`config.mk`:
```
export PLATFORM = sky130hd
export DESIGN_NAME = sconv_ctrl
export DESIGN_NICKNAME = d
export VERILOG_FILES = /design/src/rtl/sconv_pkg.sv /design/src/rtl/sconv_regs.sv /design/src/rtl/sconv_clkdiv.sv /design/src/rtl/sconv_fmt.sv /design/src/rtl/sconv_seq.sv /design/src/rtl/sconv_ctrl.sv
export SDC_FILE = /design/constraint.sdc
export NUM_CORES = 1
export LEC_CHECK = 0
export CAP_MARGIN = 25
export CORE_MARGIN = 2
export CORE_UTILIZATION = 35
export CTS_CLUSTER_SIZE = 14
export DETAILED_ROUTE_END_ITERATION = 16
export PLACE_DENSITY = 0.76
export SKIP_CTS_REPAIR_TIMING = 1
export SKIP_LAST_GASP = 1
export SYNTH_ARGS = -nofsm -noshare
export SYNTH_HDL_FRONTEND = slang
export SYNTH_SLANG_ARGS = --single-unit
export TNS_END_PERCENT = 100
```
`constraint.sdc`:
```
create_clock -name clk -period 3.5 [get_ports clk]
set_clock_uncertainty 0.1 [all_clocks]
set_input_delay 0.35 -clock clk [delete_from_list [all_inputs] [get_ports clk]]
set_output_delay 0.35 -clock clk [all_outputs]
set_load 0.03 [all_outputs]
```
`src/rtl/sconv_pkg.sv`:
```
// Shared definitions for the single-shot converter sequencer.
// Assumes a 2-bit register address space and field positions fixed here.
package sconv_pkg;

    typedef enum logic [1:0] {
        ST_IDLE = 2'd0,
        ST_REQ  = 2'd1,
        ST_WAIT = 2'd2
    } seq_state_e;

    localparam logic [1:0] A_CTRL = 2'd0;
    localparam logic [1:0] A_DIV  = 2'd1;
    localparam logic [1:0] A_STAT = 2'd2;
    localparam logic [1:0] A_RES  = 2'd3;

    localparam int F_START = 0;
    localparam int F_INV   = 1;
    localparam int F_WID   = 2;
    localparam int F_CHAN  = 4;

    localparam int S_IDLE  = 0;
    localparam int S_DONE  = 1;
    localparam int S_OVR   = 2;

endpackage

```
`src/rtl/sconv_regs.sv`:
```
// Register port: holds the control fields, divider and start bit, detects the
// 0-to-1 start edge and multiplexes read data. Assumes RW covers all fields.
module sconv_regs
    import sconv_pkg::*;
#(
    parameter int RW   = 16,
    parameter int CHW  = 4,
    parameter int DIVW = 8,
    parameter int DW   = 12
) (
    input  logic            clk,
    input  logic            rst_n,
    input  logic            wr_en,
    input  logic [1:0]      addr,
    input  logic [RW-1:0]   wdata,
    output logic [RW-1:0]   rdata,
    input  logic            stat_idle,
    input  logic            stat_done,
    input  logic            stat_ovr,
    input  logic [DW-1:0]   res_value,
    output logic            cfg_inv,
    output logic [1:0]      cfg_wid,
    output logic [CHW-1:0]  cfg_chan,
    output logic [DIVW-1:0] cfg_div,
    output logic            div_load,
    output logic            start_edge,
    output logic            ovr_clear
);

    localparam int HI_USED = ((F_CHAN + CHW) > DIVW) ? (F_CHAN + CHW) : DIVW;

    logic start_q;
    logic ctrl_wr;

    assign ctrl_wr    = wr_en && (addr == A_CTRL);
    assign start_edge = ctrl_wr && wdata[F_START] && !start_q;
    assign div_load   = wr_en && (addr == A_DIV);
    assign ovr_clear  = wr_en && (addr == A_STAT) && wdata[S_OVR];

    // Store control fields and the last written start bit.
    always_ff @(posedge clk) begin
        if (!rst_n) begin
            start_q  <= 1'b0;
            cfg_inv  <= 1'b0;
            cfg_wid  <= 2'd0;
            cfg_chan <= '0;
        end else if (ctrl_wr) begin
            start_q  <= wdata[F_START];
            cfg_inv  <= wdata[F_INV];
            cfg_wid  <= wdata[F_WID +: 2];
            cfg_chan <= wdata[F_CHAN +: CHW];
        end
    end

    // Store the divider value.
    always_ff @(posedge clk) begin
        if (!rst_n) begin
            cfg_div <= '0;
        end else if (div_load) begin
            cfg_div <= wdata[DIVW-1:0];
        end
    end

    // Select read data by address.
    always_comb begin
        unique case (addr)
            A_CTRL:  rdata = RW'({cfg_chan, cfg_wid, cfg_inv, start_q});
            A_DIV:   rdata = RW'(cfg_div);
            A_STAT:  rdata = RW'({stat_ovr, stat_done, stat_idle});
            default: rdata = RW'(res_value);
        endcase
    end

    generate
        if (RW > HI_USED) begin : g_spare
            logic unused_wbits;
            assign unused_wbits = ^wdata[RW-1:HI_USED];
        end
    endgenerate


    edge_once_chk: assert property (@(posedge clk) disable iff (!rst_n)
        start_edge |=> !start_edge);

endmodule

```
`src/rtl/sconv_clkdiv.sv`:
```
// Converter clock enable: one pulse every div+1 fast-clock cycles.
// Assumes a write of the divider restarts the count from zero.
module sconv_clkdiv #(
    parameter int DIVW = 8
) (
    input  logic            clk,
    input  logic            rst_n,
    input  logic [DIVW-1:0] div,
    input  logic            load,
    output logic            tick
);

    logic [DIVW-1:0] cnt_q;

    assign tick = (cnt_q == div);

    // Count up to the divider value and wrap.
    always_ff @(posedge clk) begin
        if (!rst_n) begin
            cnt_q <= '0;
        end else if (load || tick) begin
            cnt_q <= '0;
        end else begin
            cnt_q <= cnt_q + 1'b1;
        end
    end


    tick_gap_chk: assert property (@(posedge clk) disable iff (!rst_n)
        (tick && !load && (div != '0)) |=> (!tick || (div == '0)));

endmodule

```
`src/rtl/sconv_fmt.sv`:
```
// Result formatter: keeps the low DW-3+wid bits, optionally complemented,
// and zeroes the rest. Assumes DW >= 4 so the four widths fit.
module sconv_fmt #(
    parameter int DW = 12
) (
    input  logic [DW-1:0] raw,
    input  logic [1:0]    wid,
    input  logic          inv,
    output logic [DW-1:0] val
);

    localparam int MINW = DW - 3;

    logic [DW-1:0] mask;

    generate
        for (genvar i = 0; i < DW; i++) begin : g_mask
            assign mask[i] = (32'(i) < (32'(MINW) + 32'(wid)));
        end
    endgenerate

    assign val = (inv ? ~raw : raw) & mask;

endmodule

```
`src/rtl/sconv_seq.sv`:
```
// Measurement sequencer: accepts a start edge only when idle, captures the
// settings, handshakes with the converter and latches the formatted result.
// Assumes the converter raises busy after seeing start and pulses done once.
module sconv_seq
    import sconv_pkg::*;
#(
    parameter int NCH = 16,
    parameter int CHW = 4,
    parameter int DW  = 12
) (
    input  logic            clk,
    input  logic            rst_n,
    input  logic            start_edge,
    input  logic            ovr_clear,
    input  logic            cfg_inv,
    input  logic [1:0]      cfg_wid,
    input  logic [CHW-1:0]  cfg_chan,
    input  logic            cnv_busy,
    input  logic            cnv_done,
    input  logic [DW-1:0]   cnv_data,
    output logic            cnv_start,
    output logic [NCH-1:0]  cnv_chan_en,
    output logic [1:0]      cnv_width,
    output logic            stat_idle,
    output logic            stat_done,
    output logic            stat_ovr,
    output logic [DW-1:0]   res_value
);

    seq_state_e     state_q;
    logic [CHW-1:0] chan_q;
    logic [1:0]     wid_q;
    logic           inv_q;
    logic           accept;
    logic           finish;
    logic           active;
    logic [DW-1:0]  fmt_val;

    assign stat_idle = (state_q == ST_IDLE) && !cnv_busy;
    assign accept    = start_edge && stat_idle;
    assign finish    = (state_q == ST_WAIT) && cnv_done;
    assign active    = (state_q != ST_IDLE);
    assign cnv_start = (state_q == ST_REQ);
    assign cnv_width = wid_q;

    generate
        for (genvar i = 0; i < NCH; i++) begin : g_pad
            assign cnv_chan_en[i] = active && (chan_q == CHW'(i));
        end
    endgenerate

    sconv_fmt #(.DW(DW)) u_fmt (
        .raw (cnv_data),
        .wid (wid_q),
        .inv (inv_q),
        .val (fmt_val)
    );

    // Step the request/wait/idle sequence.
    always_ff @(posedge clk) begin
        if (!rst_n) begin
            state_q <= ST_IDLE;
        end else begin
            unique case (state_q)
                ST_IDLE: if (accept)   state_q <= ST_REQ;
                ST_REQ:  if (cnv_busy) state_q <= ST_WAIT;
                ST_WAIT: if (cnv_done) state_q <= ST_IDLE;
                default:               state_q <= ST_IDLE;
            endcase
        end
    end

    // Capture the measurement settings at acceptance.
    always_ff @(posedge clk) begin
        if (!rst_n) begin
            chan_q <= '0;
            wid_q  <= 2'd0;
            inv_q  <= 1'b0;
        end else if (accept) begin
            chan_q <= cfg_chan;
            wid_q  <= cfg_wid;
            inv_q  <= cfg_inv;
        end
    end

    // Maintain the done flag and result register.
    always_ff @(posedge clk) begin
        if (!rst_n) begin
            stat_done <= 1'b0;
            res_value <= '0;
        end else if (accept) begin
            stat_done <= 1'b0;
        end else if (finish) begin
            stat_done <= 1'b1;
            res_value <= fmt_val;
        end
    end

    // Set overrun on an ignored start edge; clear on request.
    always_ff @(posedge clk) begin
        if (!rst_n) begin
            stat_ovr <= 1'b0;
        end else if (start_edge && !accept) begin
            stat_ovr <= 1'b1;
        end else if (ovr_clear) begin
            stat_ovr <= 1'b0;
        end
    end


    pad_onehot_chk: assert property (@(posedge clk) disable iff (!rst_n)
        cnv_start |-> ($countones(cnv_chan_en) == 1));


    idle_gate_chk: assert property (@(posedge clk) disable iff (!rst_n)
        $rose(cnv_start) |-> $past(stat_idle));


    ovr_sticky_chk: assert property (@(posedge clk) disable iff (!rst_n)
        (stat_ovr && !ovr_clear) |=> stat_ovr);


    done_clear_chk: assert property (@(posedge clk) disable iff (!rst_n)
        (start_edge && stat_idle) |=> (!stat_done && !stat_idle));


    res_ext_chk: assert property (@(posedge clk) disable iff (!rst_n)
        stat_done |-> ((32'(res_value) >> (32'(DW - 3) + 32'(wid_q))) == 0));


    start_hold_chk: assert property (@(posedge clk) disable iff (!rst_n)
        (cnv_start && !cnv_busy) |=> cnv_start);

endmodule

```
`src/rtl/sconv_ctrl.sv`:
```
// Top of the single-shot converter sequencer: register port, clock divider
// and measurement sequencer. Assumes RW is wide enough for every field.
module sconv_ctrl
    import sconv_pkg::*;
#(
    parameter int NCH  = 16,
    parameter int DW   = 12,
    parameter int DIVW = 8,
    parameter int RW   = 16
) (
    input  logic            clk,
    input  logic            rst_n,
    input  logic            reg_wr_en,
    input  logic [1:0]      reg_addr,
    input  logic [RW-1:0]   reg_wdata,
    output logic [RW-1:0]   reg_rdata,
    output logic            cnv_clk_en,
    output logic            cnv_start,
    output logic [NCH-1:0]  cnv_chan_en,
    output logic [1:0]      cnv_width,
    input  logic            cnv_busy,
    input  logic            cnv_done,
    input  logic [DW-1:0]   cnv_data,
    output logic            stat_idle,
    output logic            stat_done,
    output logic            stat_overrun,
    output logic [DW-1:0]   res_value
);

    localparam int CHW = (NCH > 1) ? $clog2(NCH) : 1;

    logic            cfg_inv;
    logic [1:0]      cfg_wid;
    logic [CHW-1:0]  cfg_chan;
    logic [DIVW-1:0] cfg_div;
    logic            div_load;
    logic            start_edge;
    logic            ovr_clear;

    sconv_regs #(.RW(RW), .CHW(CHW), .DIVW(DIVW), .DW(DW)) u_regs (
        .clk        (clk),
        .rst_n      (rst_n),
        .wr_en      (reg_wr_en),
        .addr       (reg_addr),
        .wdata      (reg_wdata),
        .rdata      (reg_rdata),
        .stat_idle  (stat_idle),
        .stat_done  (stat_done),
        .stat_ovr   (stat_overrun),
        .res_value  (res_value),
        .cfg_inv    (cfg_inv),
        .cfg_wid    (cfg_wid),
        .cfg_chan   (cfg_chan),
        .cfg_div    (cfg_div),
        .div_load   (div_load),
        .start_edge (start_edge),
        .ovr_clear  (ovr_clear)
    );

    sconv_clkdiv #(.DIVW(DIVW)) u_div (
        .clk   (clk),
        .rst_n (rst_n),
        .div   (cfg_div),
        .load  (div_load),
        .tick  (cnv_clk_en)
    );

    sconv_seq #(.NCH(NCH), .CHW(CHW), .DW(DW)) u_seq (
        .clk         (clk),
        .rst_n       (rst_n),
        .start_edge  (start_edge),
        .ovr_clear   (ovr_clear),
        .cfg_inv     (cfg_inv),
        .cfg_wid     (cfg_wid),
        .cfg_chan    (cfg_chan),
        .cnv_busy    (cnv_busy),
        .cnv_done    (cnv_done),
        .cnv_data    (cnv_data),
        .cnv_start   (cnv_start),
        .cnv_chan_en (cnv_chan_en),
        .cnv_width   (cnv_width),
        .stat_idle   (stat_idle),
        .stat_done   (stat_done),
        .stat_ovr    (stat_overrun),
        .res_value   (res_value)
    );

endmodule

```
==> impl_metrics.prom, run 1 <==
# TYPE chip_impl_metric gauge
chip_impl_info{name="critPathMostFrequentCell",value="clkdlybuf4s50_1"} 1
chip_impl_metric{name="post_synth.cell_area_avg",unit="um^2"} 8.98
chip_impl_metric{name="p_leak",unit="uW"} 0.00119
chip_impl_metric{name="final-max-slew-violation-count",unit=""} 0
chip_impl_info{name="critical_path.top_delay_family",value="buffers and inverters"} 1
chip_impl_metric{name="number_of_placed_instances_taps_included",unit=""} 428
chip_impl_metric{name="floorplan.die.height",unit="um"} 87.9
chip_impl_metric{name="timing_worst_slew_pin_value",unit="ns"} 0.718
chip_impl_metric{name="timing.final.crit_share",unit="%"} 83.6
chip_impl_metric{name="final_net_count",unit=""} 375
chip_impl_metric{name="synth.yosys.seq_area_share",unit="%"} 38.2
chip_impl_metric{name="cts_buffer_count",unit=""} 5
chip_impl_metric{name="async_flop_share",unit="%"} 0
chip_impl_info{name="critPathLaunchType",value="primary input"} 1
chip_impl_metric{name="post_drt_wl_per_cell",unit="um"} 14.1
chip_impl_metric{name="grt_overflow_total",unit=""} 0
chip_impl_metric{name="cp_data_arrival_time",unit="ns"} 2.48
chip_impl_info{name="timing.hold.worst.class",value="reg -> reg"} 1
chip_impl_info{name="most_frequently_used_flop_master_after_synthesis",value="dfxtp_1"} 1
chip_impl_metric{name="finish.instance_area",unit="um^2"} 3310
chip_impl_metric{name="placement_rows",unit=""} 30
chip_impl_metric{name="netlist_area",unit="um^2"} 2460
chip_impl_info{name="yosysTopAreaCell",value="dfxtp_1"} 1
chip_impl_info{name="outcome",value="complete, no violations"} 1
chip_impl_metric{name="n_diodes",unit=""} 0
chip_impl_metric{name="post-dp-hpwl",unit="mm"} 4.64
chip_impl_metric{name="htree_num_levels",unit=""} 2
chip_impl_metric{name="clkTransAtPathRegs",unit="ns"} 0.09
chip_impl_metric{name="synthesis.instances",unit=""} 274
chip_impl_info{name="r2r_end",value="u_seq.res_value[9]"} 1
chip_impl_metric{name="totalNegativeSetupSlack",unit="ns"} 0
chip_impl_info{name="cp-endpoint",value="reg_rdata[5]"} 1
chip_impl_info{name="cts_tree",value="built"} 1
chip_impl_info{name="start_of_the_worst_register_to_register_path",value="u_seq.state_q[1]"} 1
chip_impl_metric{name="placeableCoreArea",unit="um^2"} 6790
chip_impl_metric{name="number_of_antenna_violations_at_the_first_check_in_global_routing",unit=""} 0
chip_impl_info{name="clk_root_buffer_cell",value="clkbuf_8"} 1
chip_impl_info{name="most_frequent_cells_in_the_layout",value="73 x clkdlybuf4s50_1, 47 x dfxtp_1, 33 x nor2_1"} 1
chip_impl_metric{name="cts_sinks",unit=""} 47
chip_impl_metric{name="i_o_pin_count",unit=""} 86
chip_impl_metric{name="p_per_area",unit="nW/um^2"} 326
chip_impl_metric{name="number_of_fill_cells_in_the_layout",unit=""} 636
chip_impl_metric{name="drive_gt1_share",unit="%"} 8.82
chip_impl_metric{name="grt_pass1_vias",unit=""} 2074
chip_impl_metric{name="all_layer_global_routing_usage",unit="%"} 16.5
chip_impl_metric{name="critical_path_cell_count",unit=""} 4
chip_impl_metric{name="num_vias",unit=""} 2220
chip_impl_metric{name="remaining_drc_errors",unit=""} 0
chip_impl_info{name="endpoint_class_of_the_critical_path",value="output port"} 1
chip_impl_metric{name="layout_min_cycle_time",unit="ns"} 2.93
chip_impl_metric{name="grt_first_pass_wirelength",unit="mm"} 9.94
chip_impl_metric{name="r2r.worst_path.cells",unit=""} 3
chip_impl_info{name="unrepaired_setup_endpoints_after_global_routing",value="false"} 1
chip_impl_metric{name="portBuffers",unit=""} 73
chip_impl_metric{name="max-clock-path-buffers",unit=""} 2
chip_impl_metric{name="place_area",unit="um^2"} 3220
chip_impl_metric{name="critPathMaxStageDelay",unit="ns"} 0.75
chip_impl_metric{name="dr.pass1.iters",unit=""} 4
chip_impl_metric{name="worst_ep_required_time",unit="ns"} 3.05
chip_impl_metric{name="hold_viol",unit=""} 0
chip_impl_info{name="synth.area.top_cells",value="dfxtp_1 38%, nor2_1 5.0%, xor2_1 4.6%, a211oi_1 4.3%, a21oi_1 3.9%"} 1
chip_impl_metric{name="netlist-cell-type-count",unit=""} 47
chip_impl_metric{name="slew_headroom",unit="%"} 52.1
chip_impl_metric{name="via_per_inst",unit=""} 5.09
chip_impl_metric{name="yosys.area.top_type_share",unit="%"} 38.2
chip_impl_info{name="setup.worst_path.start",value="reg_addr[1]"} 1
chip_impl_metric{name="vdd_drop_max",unit="V"} 0.000205
chip_impl_metric{name="grt_start_max_net_pins",unit=""} 38
chip_impl_metric{name="maxClockFrequency",unit="GHz"} 0.342
chip_impl_metric{name="antenna_left",unit=""} 0
chip_impl_info{name="timing.critical_path.cells",value="clkdlybuf4s50_1, nor2_1, a22o_1, clkdlybuf4s50_1"} 1
chip_impl_metric{name="yosys_reg_bits",unit=""} 47
chip_impl_info{name="worst_path_slowest_cell",value="clkdlybuf4s50_1"} 1
chip_impl_metric{name="die-width",unit="um"} 87.9
chip_impl_metric{name="floorplan.initialDensity",unit="%"} 36.2
chip_impl_metric{name="finalSetupViolations",unit=""} 0
chip_impl_metric{name="drt-total-wl",unit="mm"} 6.16
chip_impl_metric{name="setup.reg_to_reg.worst_slack",unit="ns"} 1.90
chip_impl_info{name="criticalPathCategory",value="in -> out"} 1
chip_impl_metric{name="synth-warning-count",unit=""} 0
chip_impl_metric{name="drt_first_iter_violations",unit=""} 111
chip_impl_info{name="layout.cells.most_common",value="clkdlybuf4s50_1"} 1
chip_impl_metric{name="finalWeightedCongestion",unit=""} 0.787
chip_impl_metric{name="synth-edff-count",unit=""} 0
chip_impl_metric{name="floorplan.die_area",unit="um^2"} 7720
chip_impl_metric{name="drv_cap",unit=""} 0
chip_impl_metric{name="critPathMaxFanout",unit=""} 14
chip_impl_metric{name="syn2layout_area_growth",unit="%"} 34.5
chip_impl_metric{name="worst_skew_pair.late_latency",unit="ns"} 0.30
chip_impl_metric{name="stdcell_count",unit=""} 436
chip_impl_metric{name="cp_num_buf_inv",unit=""} 2
## per-stage QoR
step | worst slack (ns) | power [uW] | util [%] | hold slack, ns
after floorplan | 1.41 | 678 | - | 0.347
after global placement | 0.570 | 744 | 47.3 | 0.355
after detailed placement | 0.574 | 747 | 47.3 | 0.363
after CTS | 0.572 | 1090 | 48.7 | 0.376
after global routing | 0.493 | 1130 | 48.7 | 0.400
final | 0.572 | 1080 | 48.7 | 0.369
## worst register-to-register path: stages (launching register included)
cell      delay, ns
dfxtp_1        0.40
and3b_1        0.66
o211ai_1       0.19
a21oi_1        0.18
## per-layer routing
| metal | up-vias | GRT usage, % | part of all wire [%] |
|---|---|---|---|
| li1 | 1094 | - | - |
| met1 | 1033 | 22.3 | 46 |
| met2 | 83 | 25.5 | 45 |
| met3 | 10 | 4.24 | 7.0 |
| met4 | 0 | 6.01 | 1.9 |
| met5 | - | 0 | 0 |
## synth_stat cells (all sizes together), types with 3 or more instances
cell	number
xor2	13
a211oi	14
nand4	9
nand2	22
a221oi	3
nand3b	4
and3	4
nand2b	3
mux2	5
clkbuf	8
a21oi	19
a22o	5
mux2i	8
nand3	6
or3	4
o21ai	4
buf	16
xnor2	10
nor2b	3
nor3	5
dfxtp	47
nor2	33
inv	4
mux4	3
o31ai	7
## cell families (layout without fill, tap and decap cells)
family | Yosys count | count (layout) | share of synthesized area [%]
buffers and inverters | 28 | 91 | 6.81
other | 1 | 4 | 0.152
AO/OA/AOI/OAI | 55 | 55 | 16.0
AND/OR/NAND/NOR | 103 | 103 | 21.8
multiplexers | 16 | 16 | 8.29
adder cells (fa/ha/maj) | 1 | 1 | 0.508
flip-flops | 47 | 47 | 38.2
XOR/XNOR | 23 | 23 | 8.18
## worst min-delay path by stage
stage                             start                  end  slack [ns]  depth (start not counted)
global placement    u_seq.res_value[11]  u_seq.res_value[11]        0.35                          2
floorplan                u_regs.cfg_inv       u_regs.cfg_inv        0.35                          2
finish              u_seq.res_value[10]  u_seq.res_value[10]        0.37                          2
CTS                 u_seq.res_value[10]  u_seq.res_value[10]        0.38                          2
detailed placement  u_seq.res_value[10]  u_seq.res_value[10]        0.36                          2
global route        u_seq.res_value[10]  u_seq.res_value[10]        0.40                          2
## flip-flops by register name, indices dropped and copies added, names as in the netlist
register	flops
u_seq.stat_ovr	1
u_seq.state_q	2
u_regs.start_q	1
u_regs.cfg_wid	2
u_regs.cfg_div	8
u_seq.res_value	12
u_seq.cnv_width	2
u_regs.cfg_inv	1
u_regs.cfg_chan	4
u_seq.inv_q	1
u_seq.stat_done	1
u_div.cnt_q	8
u_seq.chan_q	4
## final cells by class
class                      count  area [um^2]  share of cell area (%)
sequential                    47          941                    28.4
multi-input combinational    202         1360                    41.2
clock inverter                 1         8.76                   0.265
clock buffer                   7         86.3                    2.61
inverter                       4         15.0                   0.454
timing repair buffer          79          776                    23.4
tap                           96          120                    3.63
## where the power goes
| part | leakage [uW] | internal [uW] | switching [uW] |
|---|---|---|---|
| Clock | 0.0000484 | 162 | 181 |
| Sequential | 0.000380 | 545 | 13.6 |
| Combinational | 0.000764 | 79.0 | 97.3 |
Power figures use the tool's default switching activity.
==> inputs of run 2 (changes only) <==
Settings changed: PLACE_DENSITY 0.76 to 0.78.
Clock period 3.5 ns to 2.63 ns, I/O delays scaled along.
==> run 2 against run 1 <==
Critical path depth unchanged; global-route usage up 0.13 points; die area did not move; non-clock buffer count rose by 4; count of clock-buffer cells in the layout is 1 higher; first-iteration DRC count fell by 27%; routed wire length decreased by 0.50%.
==> impl_metrics.prom, run 2 (synthesis gave the netlist of run 1 again) <==
# TYPE chip_impl_metric gauge
chip_impl_metric{name="place_area",unit="um^2"} 3230
chip_impl_info{name="max_flop_register",value="u_seq.res_value"} 1
chip_impl_metric{name="vdd_drop_max",unit="V"} 0.000237
chip_impl_metric{name="antenna_left",unit=""} 0
chip_impl_metric{name="n_diodes",unit=""} 0
chip_impl_metric{name="worst_ep_required_time",unit="ns"} 2.27
chip_impl_metric{name="fin_total_pwr",unit="uW"} 1460
chip_impl_info{name="timing.hold.worst.start",value="u_seq.res_value[10]"} 1
chip_impl_metric{name="seqCellArea",unit="um^2"} 941
chip_impl_metric{name="grt_pass1_vias",unit=""} 2081
chip_impl_metric{name="cts_sinks",unit=""} 47
chip_impl_metric{name="layout_min_cycle_time",unit="ns"} 2.53
chip_impl_info{name="top_regs",value="u_seq.res_value: 12 flops, u_div.cnt_q: 8 flops, u_regs.cfg_div: 8 flops"} 1
chip_impl_info{name="unrepaired_setup_endpoints_after_global_routing",value="false"} 1
chip_impl_metric{name="post-dp-hpwl",unit="mm"} 4.69
chip_impl_metric{name="all_layer_global_routing_usage",unit="%"} 16.6
chip_impl_metric{name="cp_num_buf_inv",unit=""} 1
chip_impl_metric{name="drv_cap",unit=""} 0
chip_impl_metric{name="multi_input_area",unit="um^2"} 1360
chip_impl_metric{name="cts_buffer_count",unit=""} 5
chip_impl_metric{name="timing_worst_slew_pin_value",unit="ns"} 0.751
chip_impl_metric{name="die-width",unit="um"} 87.9
chip_impl_info{name="criticalPathCategory",value="reg -> out"} 1
chip_impl_info{name="timing.critical_path.cells",value="or2_2, or3b_2, nor2_1, clkdlybuf4s50_1"} 1
chip_impl_metric{name="hold_viol",unit=""} 0
chip_impl_info{name="endpoint_class_of_the_critical_path",value="output port"} 1
chip_impl_metric{name="drt-total-wl",unit="mm"} 6.13
chip_impl_metric{name="clkTransAtPathRegs",unit="ns"} 0.09
chip_impl_metric{name="dr.pass1.iters",unit=""} 4
chip_impl_metric{name="drive_gt1_share",unit="%"} 11.3
chip_impl_metric{name="remaining_drc_errors",unit=""} 0
chip_impl_metric{name="portBuffers",unit=""} 73
chip_impl_metric{name="number_of_antenna_violations_at_the_first_check_in_global_routing",unit=""} 0
chip_impl_metric{name="grt_start_max_net_pins",unit=""} 38
chip_impl_metric{name="num_vias",unit=""} 2172
chip_impl_metric{name="slew_headroom",unit="%"} 49.9
chip_impl_metric{name="finalWorstSetupSlack",unit="ns"} 0.0977
chip_impl_metric{name="floorplan.die.height",unit="um"} 87.9
chip_impl_metric{name="layout.core_utilization",unit="%"} 49.2
chip_impl_metric{name="critPathMaxFanout",unit=""} 6
chip_impl_info{name="cts_tree",value="built"} 1
chip_impl_metric{name="timing.final.crit_share",unit="%"} 96.3
chip_impl_metric{name="drt_first_iter_violations",unit=""} 81
chip_impl_info{name="most_frequent_cells_in_the_layout",value="65 x clkdlybuf4s50_1, 47 x dfxtp_1, 33 x nor2_1"} 1
chip_impl_metric{name="number_of_fill_cells_in_the_layout",unit=""} 662
chip_impl_metric{name="post_drt_wl_per_cell",unit="um"} 13.9
chip_impl_metric{name="p_leak",unit="uW"} 0.00128
chip_impl_info{name="clk_root_buffer_cell",value="clkbuf_8"} 1
chip_impl_info{name="layout.cells.most_common",value="clkdlybuf4s50_1"} 1
chip_impl_info{name="timing.hold.worst.class",value="reg -> reg"} 1
chip_impl_metric{name="final_net_count",unit=""} 379
chip_impl_info{name="start_of_the_worst_register_to_register_path",value="u_seq.state_q[0]"} 1
chip_impl_metric{name="critPathMaxStageDelay",unit="ns"} 0.67
chip_impl_metric{name="finalSetupViolations",unit=""} 0
chip_impl_metric{name="syn2layout_area_growth",unit="%"} 35.7
chip_impl_metric{name="placement_rows",unit=""} 30
chip_impl_metric{name="grt_overflow_total",unit=""} 0
chip_impl_metric{name="finalWeightedCongestion",unit=""} 0.796
chip_impl_metric{name="p_per_area",unit="nW/um^2"} 437
chip_impl_info{name="worst_path_slowest_cell",value="clkdlybuf4s50_1"} 1
chip_impl_metric{name="cp_data_arrival_time",unit="ns"} 2.17
chip_impl_info{name="setup.worst_path.start",value="u_seq.state_q[1]"} 1
chip_impl_metric{name="preCtsSetupSlack",unit="ns"} 0.191
chip_impl_info{name="critPathLaunchType",value="register"} 1
chip_impl_info{name="critical_path.top_delay_family",value="simple AND/OR/NAND/NOR gates"} 1
chip_impl_metric{name="max-clock-path-buffers",unit=""} 2
chip_impl_metric{name="floorplan.initialDensity",unit="%"} 36.2
chip_impl_metric{name="placeableCoreArea",unit="um^2"} 6790
chip_impl_metric{name="i_o_pin_count",unit=""} 86
chip_impl_metric{name="final-max-slew-violation-count",unit=""} 0
chip_impl_metric{name="via_per_inst",unit=""} 4.94
chip_impl_info{name="outcome",value="complete, no violations"} 1
chip_impl_metric{name="maxClockFrequency",unit="GHz"} 0.395
chip_impl_metric{name="grt_first_pass_wirelength",unit="mm"} 9.98
chip_impl_metric{name="largest_reg_flops",unit=""} 12
chip_impl_metric{name="floorplan.die_area",unit="um^2"} 7720
chip_impl_metric{name="htree_num_levels",unit=""} 2
chip_impl_metric{name="worst_skew_pair.late_latency",unit="ns"} 0.31
chip_impl_metric{name="finish.instance_area",unit="um^2"} 3340
chip_impl_metric{name="totalNegativeSetupSlack",unit="ns"} 0
==> run 2: changes by cell type in the layout (fill, tap and decap cells not counted) <==
cell	change
buf_4	+9
dlymetal6s2s_1	+3
clkbuf_8	+1
clkdlybuf4s50_1	-8
clkinv_4	-1
==> run 2: power by group <==
part	switching, uW	internal, uW	total (uW)	leakage [uW]
sequential	18.7	725	744	0.000380
combinational	129	109	238	0.000849
clock	236	240	476	0.0000515
==> run 2: layout make-up <==
cell class                 count  area share, %
sequential                    47           28.2
tap                           96           3.60
clock buffer                   8           3.00
multi-input combinational    202           40.8
inverter                       4          0.449
timing repair buffer          83           24.0
==> run 2: worst reg2reg max path, cell delays in order, from the launching register on <==
cell and delay, ns:
dfxtp_1 0.34, or3_1 0.42, buf_4 0.20, nor3_1 0.33
o21a_1 0.17
==> run 2: per-stage QoR <==
stage / cells / hold WS (ns)
final: 440 / 0.378
after global routing: 440 / 0.403
after CTS: 440 / 0.379
after detailed placement: 432 / 0.364
after global placement: 432 / 0.352
after floorplan: 277 / 0.281
==> run 2: final timing paths <==
path,endpoint,cells after the start,slack (ns)
worst max-delay path,cnv_chan_en[12],4,0.1
worst min-delay path,u_seq.res_value[10],2,0.38
worst max register to register,u_seq.state_q[0],4,1.01
worst min register to register,u_seq.res_value[10],2,0.38
==> run 2: layer usage <==
metal | wire length, um | track usage (%) | up-vias
met3 | 314 | 2.45 | 7
met4 | 102 | 6.57 | 0
met5 | 0 | 0 | -
met2 | 2860 | 28.0 | 64
li1 | - | - | 1108
met1 | 2850 | 21.4 | 993
